[src/rtl/hrc_pkg.sv]
package hrc_pkg;

  localparam int LVL_W = 3;

  typedef enum logic [1:0] {
    MODE_IDLE_LIGHT = 2'd0,
    MODE_IDLE_DEEP  = 2'd1,
    MODE_STOP       = 2'd2,
    MODE_STOP_ALT   = 2'd3
  } pwr_mode_t;

  typedef enum logic [2:0] {
    ST_RUN    = 3'd0,
    ST_ENTER  = 3'd1,
    ST_HALTED = 3'd2,
    ST_RST    = 3'd3,
    ST_SETTLE = 3'd4,
    ST_SECOND = 3'd5
  } hrc_state_t;

  // level clears the mask when it is not below it
  function automatic logic lvl_at_least(input logic [LVL_W-1:0] lvl,
                                        input logic [LVL_W-1:0] mask);
    return lvl >= mask;
  endfunction

  // a outranks b: higher level, or equal level and lower index
  function automatic logic outranks(input logic [LVL_W-1:0] lvl_a, input int idx_a,
                                    input logic [LVL_W-1:0] lvl_b, input int idx_b);
    return (lvl_a > lvl_b) || ((lvl_a == lvl_b) && (idx_a < idx_b));
  endfunction

  // modes that stop the oscillator need a settle delay after reset
  function automatic logic mode_stops_osc(input pwr_mode_t m);
    return m[1];
  endfunction

endpackage

[src/rtl/hrc_wake_eval.sv]
module hrc_wake_eval
  import hrc_pkg::*;
#(
  parameter int N_IRQ   = 8,
  parameter int EXT_CNT = 5
) (
  input  logic [N_IRQ-1:0]       req,
  input  logic [N_IRQ*LVL_W-1:0] lvl,
  input  logic [LVL_W-1:0]       mask,
  output logic [N_IRQ-1:0]       lvl_ok,
  output logic [N_IRQ-1:0]       qual,
  output logic [N_IRQ-1:0]       ext_low
);

  for (genvar g = 0; g < N_IRQ; g++) begin : g_line
    assign lvl_ok[g] = lvl_at_least(lvl[g*LVL_W +: LVL_W], mask);
    assign qual[g]   = req[g] & lvl_ok[g];
    if (g < EXT_CNT) begin : g_ext
      assign ext_low[g] = req[g] & ~lvl_ok[g];
    end else begin : g_int
      assign ext_low[g] = 1'b0;
    end
  end

endmodule

[src/rtl/hrc_arbiter.sv]
module hrc_arbiter
  import hrc_pkg::*;
#(
  parameter int N_IRQ = 8,
  parameter int IW    = 3
) (
  input  logic [N_IRQ-1:0]       valid,
  input  logic [N_IRQ*LVL_W-1:0] lvl,
  output logic                   found,
  output logic [IW-1:0]          idx,
  output logic [LVL_W-1:0]       best_lvl
);

  always_comb begin
    found    = 1'b0;
    idx      = '0;
    best_lvl = '0;
    for (int i = 0; i < N_IRQ; i++) begin
      if (valid[i] && (!found || (lvl[i*LVL_W +: LVL_W] > best_lvl))) begin
        found    = 1'b1;
        idx      = IW'(i);
        best_lvl = lvl[i*LVL_W +: LVL_W];
      end
    end
  end


  always_comb begin
    pick_valid_chk: assert (!found || valid[idx]);
  end

endmodule

[src/rtl/hrc_settle.sv]
module hrc_settle #(
  parameter int CYC = 300000
) (
  input  logic clk,
  input  logic rst,
  input  logic start,
  output logic busy,
  output logic done
);

  localparam int CW = $clog2(CYC + 1);

  logic [CW-1:0] cnt;

  always_ff @(posedge clk) begin
    if (rst)             cnt <= '0;
    else if (start)      cnt <= CW'(CYC);
    else if (cnt != '0)  cnt <= cnt - 1'b1;
  end

  assign busy = (cnt != '0);
  assign done = (cnt == CW'(1));


  settle_end_chk: assert property (@(posedge clk) disable iff (rst)
    done |=> !busy);

endmodule

[src/rtl/halt_release_ctrl.sv]
module halt_release_ctrl
  import hrc_pkg::*;
#(
  parameter int N_IRQ      = 8,
  parameter int EXT_CNT    = 5,
  parameter int ENTRY_CYC  = 5,
  parameter int SETTLE_CYC = 300000
) (
  input  logic                            clk,
  input  logic                            rst,
  input  logic                            halt_go,
  input  logic [1:0]                      halt_mode,
  input  logic [2:0]                      mask_lvl,
  input  logic [N_IRQ-1:0]                irq_req,
  input  logic [N_IRQ*3-1:0]              irq_lvl,
  input  logic                            nmi,
  output logic                            wake,
  output logic                            service,
  output logic [$clog2(N_IRQ+1)-1:0]      irq_id,
  output logic                            settle_wait,
  output logic                            halted,
  output logic                            reinit
);

  localparam int IDW = $clog2(N_IRQ + 1);
  localparam int IW  = (N_IRQ > 1) ? $clog2(N_IRQ) : 1;
  localparam int EW  = $clog2(ENTRY_CYC + 1);
  localparam logic [IDW-1:0] NMI_ID = IDW'(N_IRQ);

  hrc_state_t       st;
  pwr_mode_t        mode_q;
  logic [EW-1:0]    ent_cnt;
  logic [N_IRQ-1:0] held_q;
  logic             from_stop_q;
  logic             wake_q, svc_q, reinit_q;
  logic [IDW-1:0]   id_q, sec_id_q;

  // named internal events
  logic             eval_on, wake_cond, in_reset_path, deep_window;
  logic [N_IRQ-1:0] ext_sel, lvl_ok, live_qual, live_low, held_qual;
  logic             lf, hf, low_found;
  logic [IW-1:0]    li, hi;
  logic [LVL_W-1:0] ll, hl;
  logic [IDW-1:0]   low_idx, first_id, sec_id;
  logic             first_svc, sec_valid;
  logic             settle_start, settle_busy, settle_done;

  for (genvar g = 0; g < N_IRQ; g++) begin : g_extsel
    assign ext_sel[g] = (g < EXT_CNT);
  end

  hrc_wake_eval #(.N_IRQ(N_IRQ), .EXT_CNT(EXT_CNT)) u_eval (
    .req    (irq_req),
    .lvl    (irq_lvl),
    .mask   (mask_lvl),
    .lvl_ok (lvl_ok),
    .qual   (live_qual),
    .ext_low(live_low)
  );

  assign held_qual = held_q & lvl_ok;

  hrc_arbiter #(.N_IRQ(N_IRQ), .IW(IW)) u_arb_live (
    .valid(live_qual), .lvl(irq_lvl), .found(lf), .idx(li), .best_lvl(ll)
  );

  hrc_arbiter #(.N_IRQ(N_IRQ), .IW(IW)) u_arb_held (
    .valid(held_qual), .lvl(irq_lvl), .found(hf), .idx(hi), .best_lvl(hl)
  );

  // lowest external line below the mask
  always_comb begin
    low_found = 1'b0;
    low_idx   = '0;
    for (int i = N_IRQ - 1; i >= 0; i--) begin
      if (live_low[i]) begin
        low_found = 1'b1;
        low_idx   = IDW'(i);
      end
    end
  end

  assign deep_window = (st == ST_ENTER) && (mode_q != MODE_IDLE_LIGHT);
  assign eval_on     = (st == ST_HALTED) || ((st == ST_ENTER) && (mode_q == MODE_IDLE_LIGHT));
  assign wake_cond   = eval_on && (nmi || lf || low_found);

  // choose what is serviced with the wake and what follows it
  always_comb begin
    first_id  = '0;
    first_svc = 1'b0;
    sec_valid = 1'b0;
    sec_id    = IDW'(hi);
    if (nmi) begin
      first_id  = NMI_ID;
      first_svc = 1'b1;
      sec_valid = hf;
    end else if (lf) begin
      first_svc = 1'b1;
      if (hf && outranks(hl, int'(hi), ll, int'(li))) begin
        first_id  = IDW'(hi);
        sec_valid = 1'b1;
        sec_id    = IDW'(li);
      end else begin
        first_id  = IDW'(li);
        sec_valid = hf && (hi != li);
      end
    end else begin
      first_id  = low_idx;
      sec_valid = hf;
    end
  end

  assign settle_start = (st == ST_RST) && !rst && from_stop_q;

  hrc_settle #(.CYC(SETTLE_CYC)) u_settle (
    .clk  (clk),
    .rst  (rst),
    .start(settle_start),
    .busy (settle_busy),
    .done (settle_done)
  );

  always_ff @(posedge clk) begin
    if (rst) begin
      if (st != ST_RST)
        from_stop_q <= ((st == ST_HALTED) || (st == ST_ENTER)) && mode_stops_osc(mode_q);
      st       <= ST_RST;
      wake_q   <= 1'b0;
      svc_q    <= 1'b0;
      reinit_q <= 1'b0;
      id_q     <= '0;
      sec_id_q <= '0;
      held_q   <= '0;
      ent_cnt  <= '0;
      mode_q   <= MODE_IDLE_LIGHT;
    end else begin
      wake_q   <= 1'b0;
      svc_q    <= 1'b0;
      reinit_q <= 1'b0;
      unique case (st)
        ST_RST: begin
          if (from_stop_q) st <= ST_SETTLE;
          else begin
            st       <= ST_RUN;
            reinit_q <= 1'b1;
          end
        end
        ST_SETTLE: begin
          if (settle_done) begin
            st       <= ST_RUN;
            reinit_q <= 1'b1;
          end
        end
        ST_RUN: begin
          if (halt_go) begin
            st      <= ST_ENTER;
            mode_q  <= pwr_mode_t'(halt_mode);
            ent_cnt <= EW'(ENTRY_CYC - 1);
            held_q  <= '0;
          end
        end
        ST_ENTER, ST_HALTED: begin
          if (wake_cond) begin
            wake_q   <= 1'b1;
            svc_q    <= first_svc;
            id_q     <= first_id;
            sec_id_q <= sec_id;
            held_q   <= '0;
            st       <= sec_valid ? ST_SECOND : ST_RUN;
          end else if (st == ST_ENTER) begin
            if (mode_q != MODE_IDLE_LIGHT) held_q <= held_q | (irq_req & ext_sel);
            if (ent_cnt == '0) st <= ST_HALTED;
            else               ent_cnt <= ent_cnt - 1'b1;
          end
        end
        ST_SECOND: begin
          svc_q <= 1'b1;
          id_q  <= sec_id_q;
          st    <= ST_RUN;
        end
        default: st <= ST_RUN;
      endcase
    end
  end

  assign wake          = wake_q;
  assign service       = svc_q;
  assign irq_id        = id_q;
  assign reinit        = reinit_q;
  assign halted        = (st == ST_HALTED);
  assign settle_wait   = settle_busy;
  assign in_reset_path = (st == ST_RST) || (st == ST_SETTLE);


  wake_pulse_chk: assert property (@(posedge clk) disable iff (rst)
    wake |=> !wake);


  service_tied_chk: assert property (@(posedge clk) disable iff (rst)
    (service && !wake) |-> $past(wake));


  reinit_src_chk: assert property (@(posedge clk) disable iff (rst)
    reinit |-> $past(in_reset_path));


  nmi_wake_chk: assert property (@(posedge clk) disable iff (rst)
    (halted && nmi) |=> (wake && service && (irq_id == NMI_ID)));


  nosvc_ext_chk: assert property (@(posedge clk) disable iff (rst)
    (wake && !service) |-> (irq_id < IDW'(EXT_CNT)));


  window_quiet_chk: assert property (@(posedge clk) disable iff (rst)
    deep_window |=> !wake);


  settle_quiet_chk: assert property (@(posedge clk) disable iff (rst)
    settle_wait |-> (!wake && !service && !halted));

endmodule

[config.mk]
export PLATFORM = sky130hd
export DESIGN_NAME = halt_release_ctrl
export DESIGN_NICKNAME = d
export VERILOG_FILES = /design/src/rtl/hrc_pkg.sv /design/src/rtl/hrc_wake_eval.sv /design/src/rtl/hrc_arbiter.sv /design/src/rtl/hrc_settle.sv /design/src/rtl/halt_release_ctrl.sv
export SDC_FILE = /design/constraint.sdc
export NUM_CORES = 1
export LEC_CHECK = 0
export CAP_MARGIN = 20
export CORE_MARGIN = 3
export CORE_UTILIZATION = 50
export CTS_CLUSTER_SIZE = 28
export DETAILED_ROUTE_END_ITERATION = 16
export DONT_BUFFER_PORTS = 1
export GPL_TIMING_DRIVEN = 0
export PLACE_DENSITY = 0.71
export SYNTH_ARGS = -nofsm -noshare
export SYNTH_HDL_FRONTEND = slang
export SYNTH_SLANG_ARGS = --single-unit
[constraint.sdc]
create_clock -name clk -period 19.99 [get_ports clk]
set_clock_uncertainty 0.2 [all_clocks]
set_input_delay 3.998 -clock clk [delete_from_list [all_inputs] [get_ports clk]]
set_output_delay 3.998 -clock clk [all_outputs]
set_load 0.02 [all_outputs]
==> run_results.csv, run 1 <==
group,metric,value,unit
floorplanning,die_h,98.8,um
timing,min_period,17430,ps
synthesis,yosysTopAreaCell,"dfxtp_1",
setup_path,reg2reg_to,"st[0]$_SDFFE_PP1P_",
power_and_ir_drop,p_leak,1.92,nW
timing,setup_ws,2560,ps
setup_path,critPathMaxFanout,10,
synthesis,ys_top_cells_by_area,"dfxtp_1 20%, ha_1 19%, a21oi_1 5.1%",
power_and_ir_drop,powerDensity,96.3,mW/mm^2
setup_path,crit_required,19990,ps
power_and_ir_drop,vdd_drop_max,0.0714,mV
synthesis,async_reset_ff_share,0,%
cts,cts_buffer_depth,2,
cells_and_area,diodes,0,
grt,grt_overflow,0,
timing,finalSetupTns,0,ps
cts,post_cts_buffers,0,
cells_and_area,area_growth,5.38,%
synthesis,synth_edf_count,1,
grt,grt_max_degree,13,
place,placed_area,0.00444,sq mm
routing,via_count,4091,
synthesis,synth_nets,659,
cts,clock-sinks,43,
synthesis,syn_avg_cell_area,7.81,sq um
cells_and_area,n_fill_cell,784,
timing,rsz0062_at_grt,"no",
floorplanning,die_w,98.8,um
routing,dr.pass1.iters,5,
setup_path,path_delay_family,"compound AO/OA/AOI/OAI gates",
synthesis,seq_area_frac_synth,20.2,%
run_status,run_status,"completed",
synthesis,ys.flop_type,"dfxtp_1",
synthesis,syn_inst,551,
timing,max_freq,57.4,MHz
run,drv_cap,0,
floorplanning,coreArea,0.00830,sq mm
cts,htree_levels,2,
floorplanning,ios,50,
setup_path,endpoint,"irq_id[0]$_SDFFE_PP0P_",
synthesis,syn-cell-area,0.00431,sq mm
place,dp_slack,2630,ps
grt,grt_pass1_vias,4006,
synthesis,synth_seq_cells,43,
routing,route.detailed.drc,0,
synthesis,ys_warn_count,0,
routing,drt-wirelength-per-cell,16.4,um
setup_path,regToRegStartpoint,"held_q[0]$_SDFFE_PP0P_",
floorplanning,start_util,51.9,%
routing,vias_per_cell,6.16,
place,io_buffers,0,
timing,post-route-period-util,87.2,%
cts,cts_tree,"built",
routing,postRouteAntennaNets,0,
timing,setup_viol,0,
timing,tightest_slew,1080,ps
setup_path,critical-path-slowest-cell,"a311oi_1",
timing,slew_violations,0,
synthesis,yosys.area.top_type_share,19.5,%
grt,antenna_found_initial,0,
setup_path,worstSetupEndpointType,"flip-flop",
cts,clk_latency,290,ps
setup_path,crit_type,"in2reg",
cells_and_area,stdcell_area,0.00454,sq mm
grt,grt_pass1_wl,18500,um
cts,cts_hold_buffers,0,
timing,hold_viol,0,
setup_path,ff2ff_path_depth,36,
setup_path,crit_start,"mask_lvl[2]",
timing,slew_headroom,27.9,%
cts,cts_resized,0,
setup_path,ff2ff_setup_slack,11560,ps
setup_path,cpPeakStageDelay,510,ps
place,gp_congestion,0.924,
setup_path,startpoint_type,"primary input",
setup_path,arrival,17430,ps
routing,routed_wirelength,10900,um
floorplanning,rows,33,
cts,clkTransAtPathRegs,70,ps
grt,grt_usage,22.3,%
cts,cts_root_buf,"clkbuf_8",
setup_path,worstSetupPathDepth,66,
routing,drt_iter0_drc,237,
min_path,hold_class,"reg2reg",
place,place_hpwl,8840,um
cells_and_area,fin_nets,666,
synthesis,synth.distinct_cells,62,
cts,cts_buffers,5,
floorplanning,die-area,0.00976,sq mm
cells_and_area,drive_above_1_share,5.01,%
setup_path,path_buf_inv,5,
==> per-stage QoR <==
step	utilization, %	power, W	cells	hold WS [ps]
CTS	54.7	0.000437	664	265
detailed placement	53.5	0.000375	656	255
floorplan	-	0.000324	551	232
global route	54.7	0.000481	664	291
global placement	53.5	0.000364	656	246
finish	54.7	0.000437	664	261
==> cells by family (layout without fill, tap and decap cells) <==
family                     count (synthesis)  count (layout)  share of synthesized area, %
and+or+nand+nor                          173             173                          20.7
xor gates and xnor gates                  15              15                          3.05
DFF                                       43              43                          20.2
adders and majority gates                 67              67                          19.5
AOI/OAI and AO/OA                        175             175                          26.8
buffers and inverters                     60              68                          5.32
muxes                                     18              18                          4.45
==> placed cells by master (no fill, tap or decap), types with 9 or more instances in the layout <==
cell,synthesis,routed
inv_1,43,43
mux2_2,9,9
a211oi_1,11,11
nand2_1,39,39
xor2_1,9,9
o21ai_0,34,34
a21oi_1,44,44
ha_1,67,67
dfxtp_1,42,42
o21a_1,9,9
nand3_1,15,15
nor2b_1,16,16
nor2_1,42,42
mux2i_1,9,9
clkbuf_1,14,15
==> worst min path at each step <==
stage,startpoint,slack [ps],end,cells past startpoint
6_report,sec_id_q[2]$_SDFFE_PP0P_,260,sec_id_q[2]$_SDFFE_PP0P_,2
2_1_floorplan,sec_id_q[2]$_SDFFE_PP0P_,230,sec_id_q[2]$_SDFFE_PP0P_,2
5_1_grt,sec_id_q[2]$_SDFFE_PP0P_,290,sec_id_q[2]$_SDFFE_PP0P_,2
3_5_place_dp,sec_id_q[2]$_SDFFE_PP0P_,260,sec_id_q[2]$_SDFFE_PP0P_,2
3_3_place_gp,sec_id_q[2]$_SDFFE_PP0P_,250,sec_id_q[2]$_SDFFE_PP0P_,2
4_1_cts,sec_id_q[2]$_SDFFE_PP0P_,260,sec_id_q[2]$_SDFFE_PP0P_,2
==> registers in the layout, summed over array words and instances (netlist names) <==
register and count:
sec_id_q 3, st 3, ent_cnt 3, from_stop_q 1
mode_q 2, service 1, held_q 5, u_settle.cnt 19
wake 1, irq_id 4, reinit 1
==> synthesized netlist by cell type, types with 5 or more instances <==
| library cell | n |
|---|---|
| a211oi_1 | 11 |
| a21o_1 | 7 |
| a21oi_1 | 44 |
| a31oi_1 | 6 |
| a32oi_1 | 7 |
| and2_1 | 6 |
| and3_1 | 5 |
| clkbuf_1 | 14 |
| dfxtp_1 | 42 |
| ha_1 | 67 |
| inv_1 | 43 |
| mux2_2 | 9 |
| mux2i_1 | 9 |
| nand2_1 | 39 |
| nand2b_1 | 8 |
| nand3_1 | 15 |
| nand4_1 | 5 |
| nor2_1 | 42 |
| nor2b_1 | 16 |
| nor3_1 | 8 |
| o211ai_1 | 8 |
| o21a_1 | 9 |
| o21ai_0 | 34 |
| o21bai_1 | 7 |
| or2_2 | 7 |
| xnor2_1 | 6 |
| xor2_1 | 9 |
==> worst min-delay path, stage by stage, from the launching register on <==
cell and delay, ps:
dfxtp_1 310, nand2_1 50, a21oi_1 50
==> cell type report <==
| cell class | instances | area [sq um] | share of cell area (%) |
|---|---|---|---|
| multi-input cells | 448 | 3210 | 70.7 |
| inverters | 43 | 161 | 3.56 |
| well taps | 105 | 131 | 2.90 |
| flip-flops and latches | 43 | 871 | 19.2 |
| plain buffers | 17 | 67.6 | 1.49 |
| clock buffers | 8 | 100 | 2.21 |
==> metal layers <==
layer / up-vias / global-route usage [%] / wire length [um]
li1: 2056 / - / -
met1: 1933 / 29.8 / 5150
met2: 86 / 38.0 / 5170
met3: 16 / 4.03 / 484
met4: 0 / 4.20 / 105
met5: - / 0 / 0
==> report_power, final <==
part | switching [W] | internal (W) | leakage, nW | total, W
logic | 0.000142 | 0.000105 | 1.51 | 0.000246
clock network | 0.0000281 | 0.0000315 | 0.0515 | 0.0000596
registers | 0.0000222 | 0.000109 | 0.354 | 0.000131
(Power assumes the default switching activity.)
==> run 2, diff against run 1 <==
--- a/constraint.sdc
+++ b/constraint.sdc
@@ -4,2 +4,2 @@
 set_output_delay 3.998 -clock clk [all_outputs]
-set_load 0.02 [all_outputs]
+set_load 0.1 [all_outputs]
==> run_results.csv, run 2 (synthesis results as in run 1) <==
group,metric,value,unit
run_status,run_status,"completed",
floorplanning,die_h,98.8,um
cts,cts_hold_buffers,0,
cells_and_area,utilization,55.6,%
cells_and_area,largest_reg_flops,19,
timing,slew_violations,0,
routing,via_count,4096,
grt,grt_max_degree,14,
min_path,hold_class,"reg2reg",
cells_and_area,drive_above_1_share,5.69,%
setup_path,worstSetupEndpointType,"flip-flop",
place,gp_congestion,0.924,
timing,min_period,17310,ps
setup_path,startpoint_type,"primary input",
setup_path,crit_type,"in2reg",
routing,drt-wirelength-per-cell,16.2,um
grt,grt_usage,22.2,%
routing,dr.pass1.iters,5,
setup_path,crit_required,20000,ps
run,drv_cap,0,
grt,grt_overflow,0,
power_and_ir_drop,vdd_drop_max,0.0696,mV
routing,drt_iter0_drc,242,
cells_and_area,regMostFlops,"u_settle.cnt",
setup_path,reg2reg_to,"st[0]$_SDFFE_PP1P_",
cells_and_area,fin_nets,669,
floorplanning,rows,33,
cts,clkTransAtPathRegs,70,ps
routing,postRouteAntennaNets,0,
power_and_ir_drop,pwr-share-comb,55.0,%
floorplanning,ios,50,
timing,finalSetupTns,0,ps
min_path,hp-start,"sec_id_q[2]$_SDFFE_PP0P_",
cells_and_area,diodes,0,
power_and_ir_drop,p_sw,0.000217,W
power_and_ir_drop,pwr-share-seq,30.3,%
place,place_hpwl,8800,um
routing,route.detailed.drc,0,
timing,slew_headroom,25.0,%
power_and_ir_drop,sw_frac_of_total,45.4,%
cts,cts_buffer_depth,2,
setup_path,cpPeakStageDelay,510,ps
cts,post_cts_buffers,0,
power_and_ir_drop,p_leak,1.96,nW
place,io_buffers,0,
power_and_ir_drop,p_clk_share,14.7,%
power_and_ir_drop,intPower,0.000261,W
cts,htree_levels,2,
min_path,hold_end,"sec_id_q[2]$_SDFFE_PP0P_",
setup_path,arrival,17320,ps
cells_and_area,layout_common_cells,"67 x ha_1, 44 x a21oi_1, 43 x inv_1, 42 x nor2_1, 42 x dfxtp_1",
setup_path,critical-path-slowest-cell,"o21ai_1",
timing,setup_viol,0,
grt,grt_pass1_wl,18300,um
grt,grt_pass1_vias,3894,
setup_path,critPathMaxFanout,10,
timing,post-route-period-util,86.6,%
cells_and_area,area_growth,7.27,%
cts,cts_resized,0,
setup_path,regToRegStartpoint,"held_q[0]$_SDFFE_PP0P_",
floorplanning,start_util,51.9,%
cells_and_area,final_common_cell,"ha_1",
floorplanning,die-area,0.00976,sq mm
timing,tightest_slew,1130,ps
routing,vias_per_cell,6.14,
timing,max_freq,57.8,MHz
grt,antenna_found_initial,0,
timing,rsz0062_at_grt,"no",
floorplanning,die_w,98.8,um
routing,routed_wirelength,10800,um
min_path,holdPathStages,2,
power_and_ir_drop,powerDensity,103,mW/mm^2
cts,cts_buffers,5,
cts,cts_root_buf,"clkbuf_8",
setup_path,ff2ff_setup_slack,11620,ps
floorplanning,coreArea,0.00830,sq mm
cts,cts_tree,"built",
timing,hold_viol,0,
setup_path,ff2ff_path_depth,36,
cts,clock-sinks,43,
cts,clk_latency,300,ps
-- run 2: power groups by stage --
stage | sequential [W] | combinational [W] | clock, W
2_1_floorplan | 0.000141 | 0.000204 | 0
3_3_place_gp | 0.000145 | 0.000241 | 0
3_5_place_dp | 0.000146 | 0.000258 | 0
4_1_cts | 0.000145 | 0.000260 | 0.0000721
5_1_grt | 0.000148 | 0.000296 | 0.0000759
6_report | 0.000145 | 0.000263 | 0.0000705
-- run 2: how the worst max path moves through the flow --
| stage | from | endpoint | slack (ps) | cells after the start |
|---|---|---|---|---|
| final | mask_lvl[2] | irq_id[0]$_SDFFE_PP0P_ | 2680 | 66 |
| after global routing | mask_lvl[2] | irq_id[0]$_SDFFE_PP0P_ | 1410 | 65 |
| after CTS | mask_lvl[2] | irq_id[0]$_SDFFE_PP0P_ | 2950 | 66 |
| after detailed placement | mask_lvl[2] | irq_id[0]$_SDFFE_PP0P_ | 2720 | 66 |
| after global placement | mask_lvl[2] | irq_id[0]$_SDFFE_PP0P_ | 3080 | 66 |
| after floorplan | mask_lvl[2] | irq_id[0]$_SDFFE_PP0P_ | 4820 | 66 |
-- run 2: critical path: cells and delay by family --
| kind | cells | cell delay (ps) |
|---|---|---|
| compound gates | 36 | 7270 |
| fa+ha+maj | 9 | 2510 |
| buf+inv | 5 | 830 |
| mux | 1 | 260 |
| simple gates | 15 | 2400 |
-- run 2: cell type report --
class                   instances  area [sq um]
clock inverters                 2          35.0
flip-flops and latches         43           871
clock buffers                   6          82.6
plain buffers                  17          67.6
inverters                      43           161
well taps                     105           131
repair buffers                  3          58.8
multi-input cells             448          3210
fillers                       735          3680
-- run 2: per-stage QoR --
step           power, W  worst slack [ps]  cells  instance area, sq um  hold WS [ps]
4_1_cts        0.000477              2950    667                  4620           269
6_report       0.000478              2680    667                  4620           265
3_3_place_gp   0.000386              3080    656                  4440           246
3_5_place_dp   0.000404              2720    659                  4500           257
5_1_grt        0.000520              1410    667                  4620           297
2_1_floorplan  0.000346              4820    551                  4310           232
-- run 2: per-layer routing --
metal	track usage, %	wire [um]	up-vias
met3	4.03	458	12
li1	-	-	2062
met1	29.7	5140	1944
met4	4.62	87	0
met2	37.3	5140	78
met5	0	0	-
==> run 3, diff against run 2 <==
Settings changed: ABC_CLOCK_PERIOD_IN_PS from default to 19990, GPL_ROUTABILITY_DRIVEN from default to 0, SYNTH_HIERARCHICAL from default to 1.
==> run_results.csv, run 3 <==
group,metric,value,unit
setup_path,worstSetupEndpointType,"flip-flop",
setup_path,crit_required,19990,ps
cts,clock-sinks,43,
synthesis,synth-xor-area-share,0,%
routing,vias_per_cell,6.32,
synthesis,async_reset_ff_share,0,%
grt,antenna_found_initial,0,
synthesis,yosys.area_share.simple,31.0,%
routing,drt-wirelength-per-cell,16.9,um
setup_path,arrival,15960,ps
power_and_ir_drop,pwr-share-seq,27.6,%
setup_path,critical-path-slowest-cell,"nor4_1",
timing,setup_ws,4030,ps
place,placed_area,0.00573,sq mm
floorplanning,die-area,0.0123,sq mm
setup_path,crit_type,"in2reg",
routing,dr.pass1.iters,5,
setup_path,cpPeakStageDelay,670,ps
floorplanning,die_h,111,um
timing,max_freq,62.7,MHz
timing,slew_headroom,30.4,%
synthesis,synth_top_family_by_area,"simple AND/OR/NAND/NOR gates",
grt,grt_pass1_wl,24600,um
cts,cts_buffers,5,
setup_path,critPathMaxFanout,10,
synthesis,ys_top_cells_by_area,"ha_1 18%, dfxtp_1 15%, a21oi_1 4.8%",
synthesis,syn-cell-area,0.00549,sq mm
routing,drt_iter0_drc,530,
grt,grt_overflow,0,
synthesis,ys_warn_count,6,
cts,cts_tree,"built",
cts,clkTransAtPathRegs,90,ps
grt,grt_pass1_vias,5302,
place,place_hpwl,11800,um
floorplanning,ios,50,
cells_and_area,regMostFlops,"u_settle/cnt",
place,io_buffers,0,
cells_and_area,instances_no_fill,867,
power_and_ir_drop,p_sw,0.000342,W
run_status,run_status,"completed",
timing,rsz0062_at_grt,"no",
routing,via_count,5477,
synthesis,synth_seq_cells,43,
cells_and_area,stdcell_area,0.00583,sq mm
power_and_ir_drop,p_clk_share,9.5,%
floorplanning,coreArea,0.0105,sq mm
setup_path,startpoint_type,"primary input",
synthesis,yosysMostFrequentCell,"ha_1",
timing,slew_violations,0,
cells_and_area,drive_above_1_share,12.0,%
cells_and_area,layout_common_cells,"77 x ha_1, 64 x nor2_1, 53 x a21oi_1, 50 x inv_1, 47 x nand2_1",
floorplanning,rows,37,
power_and_ir_drop,p_leak,2.46,nW
cells_and_area,largest_reg_flops,19,
synthesis,synth_fa_ha_area_share,17.6,%
cts,post_cts_buffers,0,
power_and_ir_drop,powerDensity,113,mW/mm^2
cells_and_area,fin_nets,848,
timing,hold_viol,0,
floorplanning,die_w,111,um
min_path,holdPathStages,2,
cts,cts_buffer_depth,2,
power_and_ir_drop,vdd_drop_max,0.0713,mV
min_path,hold_class,"reg2reg",
cells_and_area,diodes,0,
cts,cts_root_buf,"clkbuf_8",
cells_and_area,final_common_cell,"ha_1",
cts,clk_latency,300,ps
synthesis,seq_area_frac_synth,15.9,%
power_and_ir_drop,total_power,0.000658,W
synthesis,synth.mux.area_fraction,2.42,%
power_and_ir_drop,pwr-share-comb,62.9,%
cts,cts_resized,0,
floorplanning,start_util,52.2,%
synthesis,ys.flop_type,"dfxtp_1",
run,drv_cap,0,
timing,setup_viol,0,
cts,htree_levels,2,
power_and_ir_drop,intPower,0.000316,W
place,dp_slack,4030,ps
synthesis,synth_edf_count,1,
grt,grt_usage,23.4,%
synthesis,synth_common_cells,"77 x ha_1, 65 x nor2_1, 53 x a21oi_1, 50 x inv_1, 47 x nand2_1",
synthesis,syn_inst,712,
synthesis,synth.distinct_cells,88,
timing,finalSetupTns,0,ps
synthesis,yosysTopAreaCell,"ha_1",
cts,cts_hold_buffers,0,
routing,postRouteAntennaNets,0,
timing,min_period,15960,ps
timing,tightest_slew,1040,ps
grt,grt_max_degree,14,
synthesis,synth_compound_area_share,26.2,%
power_and_ir_drop,sw_frac_of_total,52.0,%
setup_path,ff2ff_path_depth,33,
cells_and_area,area_growth,6.22,%
timing,post-route-period-util,79.8,%
routing,route.detailed.drc,0,
place,dp_cells,859,
synthesis,yosys.area.top_type_share,17.6,%
synthesis,syn_avg_cell_area,7.71,sq um
routing,routed_wirelength,14700,um
-- run 3: area by class of cell --
type                            instances  area, sq um
Fill cell                             935         4680
Multi-Input combinational cell        603         4280
Sequential cell                        43          871
Inverter                               51          191
Buffer                                 24          180
Tap cell                              136          170
Clock buffer                            7         96.3
Timing Repair Buffer                    2         31.3
Clock inverter                          1         7.51
-- run 3: routing by layer --
layer	GRT usage, %	routed length (um)	vias to the layer above
met2	40.3	7020	209
li1	-	-	2686
met1	29.5	6350	2542
met3	4.37	975	40
met5	0	0	-
met4	7.14	340	0
-- run 3: power by group through the flow --
| stage | logic [W] | clock network [W] | registers [W] |
|---|---|---|---|
| floorplan | 0.000324 | 0 | 0.000176 |
| CTS | 0.000408 | 0.0000637 | 0.000181 |
| global placement | 0.000382 | 0 | 0.000182 |
| global route | 0.000463 | 0.0000675 | 0.000186 |
| detailed placement | 0.000406 | 0 | 0.000183 |
| finish | 0.000414 | 0.0000625 | 0.000182 |
-- run 3: final timing paths --
check / startpoint / to / slack (ps)
max: mask_lvl[2] / sec_id_q[2]$_SDFFE_PP0P_ / 4030
min: ent_cnt[0]$_SDFFE_PP0P_ / ent_cnt[0]$_SDFFE_PP0P_ / 280
max reg2reg: held_q[0]$_SDFFE_PP0P_ / sec_id_q[2]$_SDFFE_PP0P_ / 11520
min reg2reg: ent_cnt[0]$_SDFFE_PP0P_ / ent_cnt[0]$_SDFFE_PP0P_ / 280
-- run 3: stage by stage --
step	hold slack, ps	util (%)
finish	285	55.5
CTS	289	55.5
global placement	255	54.2
global route	309	55.5
detailed placement	275	54.5
floorplan	245	-
-- run 3: worst max-delay path: cells and delay by family --
family          cells  cell delay, ps
simple gates       15            2700
fa+ha+maj           9            2670
buf+inv             7            1170
mux                 1             180
compound gates     27            5280
-- run 3: logic make-up (layout without fill, tap and decap cells) --
| group | count (synthesis) | after routing |
|---|---|---|
| DFF | 43 | 43 |
| adders and majority gates | 77 | 77 |
| buffers and inverters | 75 | 85 |
| muxes | 13 | 13 |
| other | 2 | 11 |
| AOI/OAI and AO/OA | 210 | 210 |
| and+or+nand+nor | 292 | 292 |
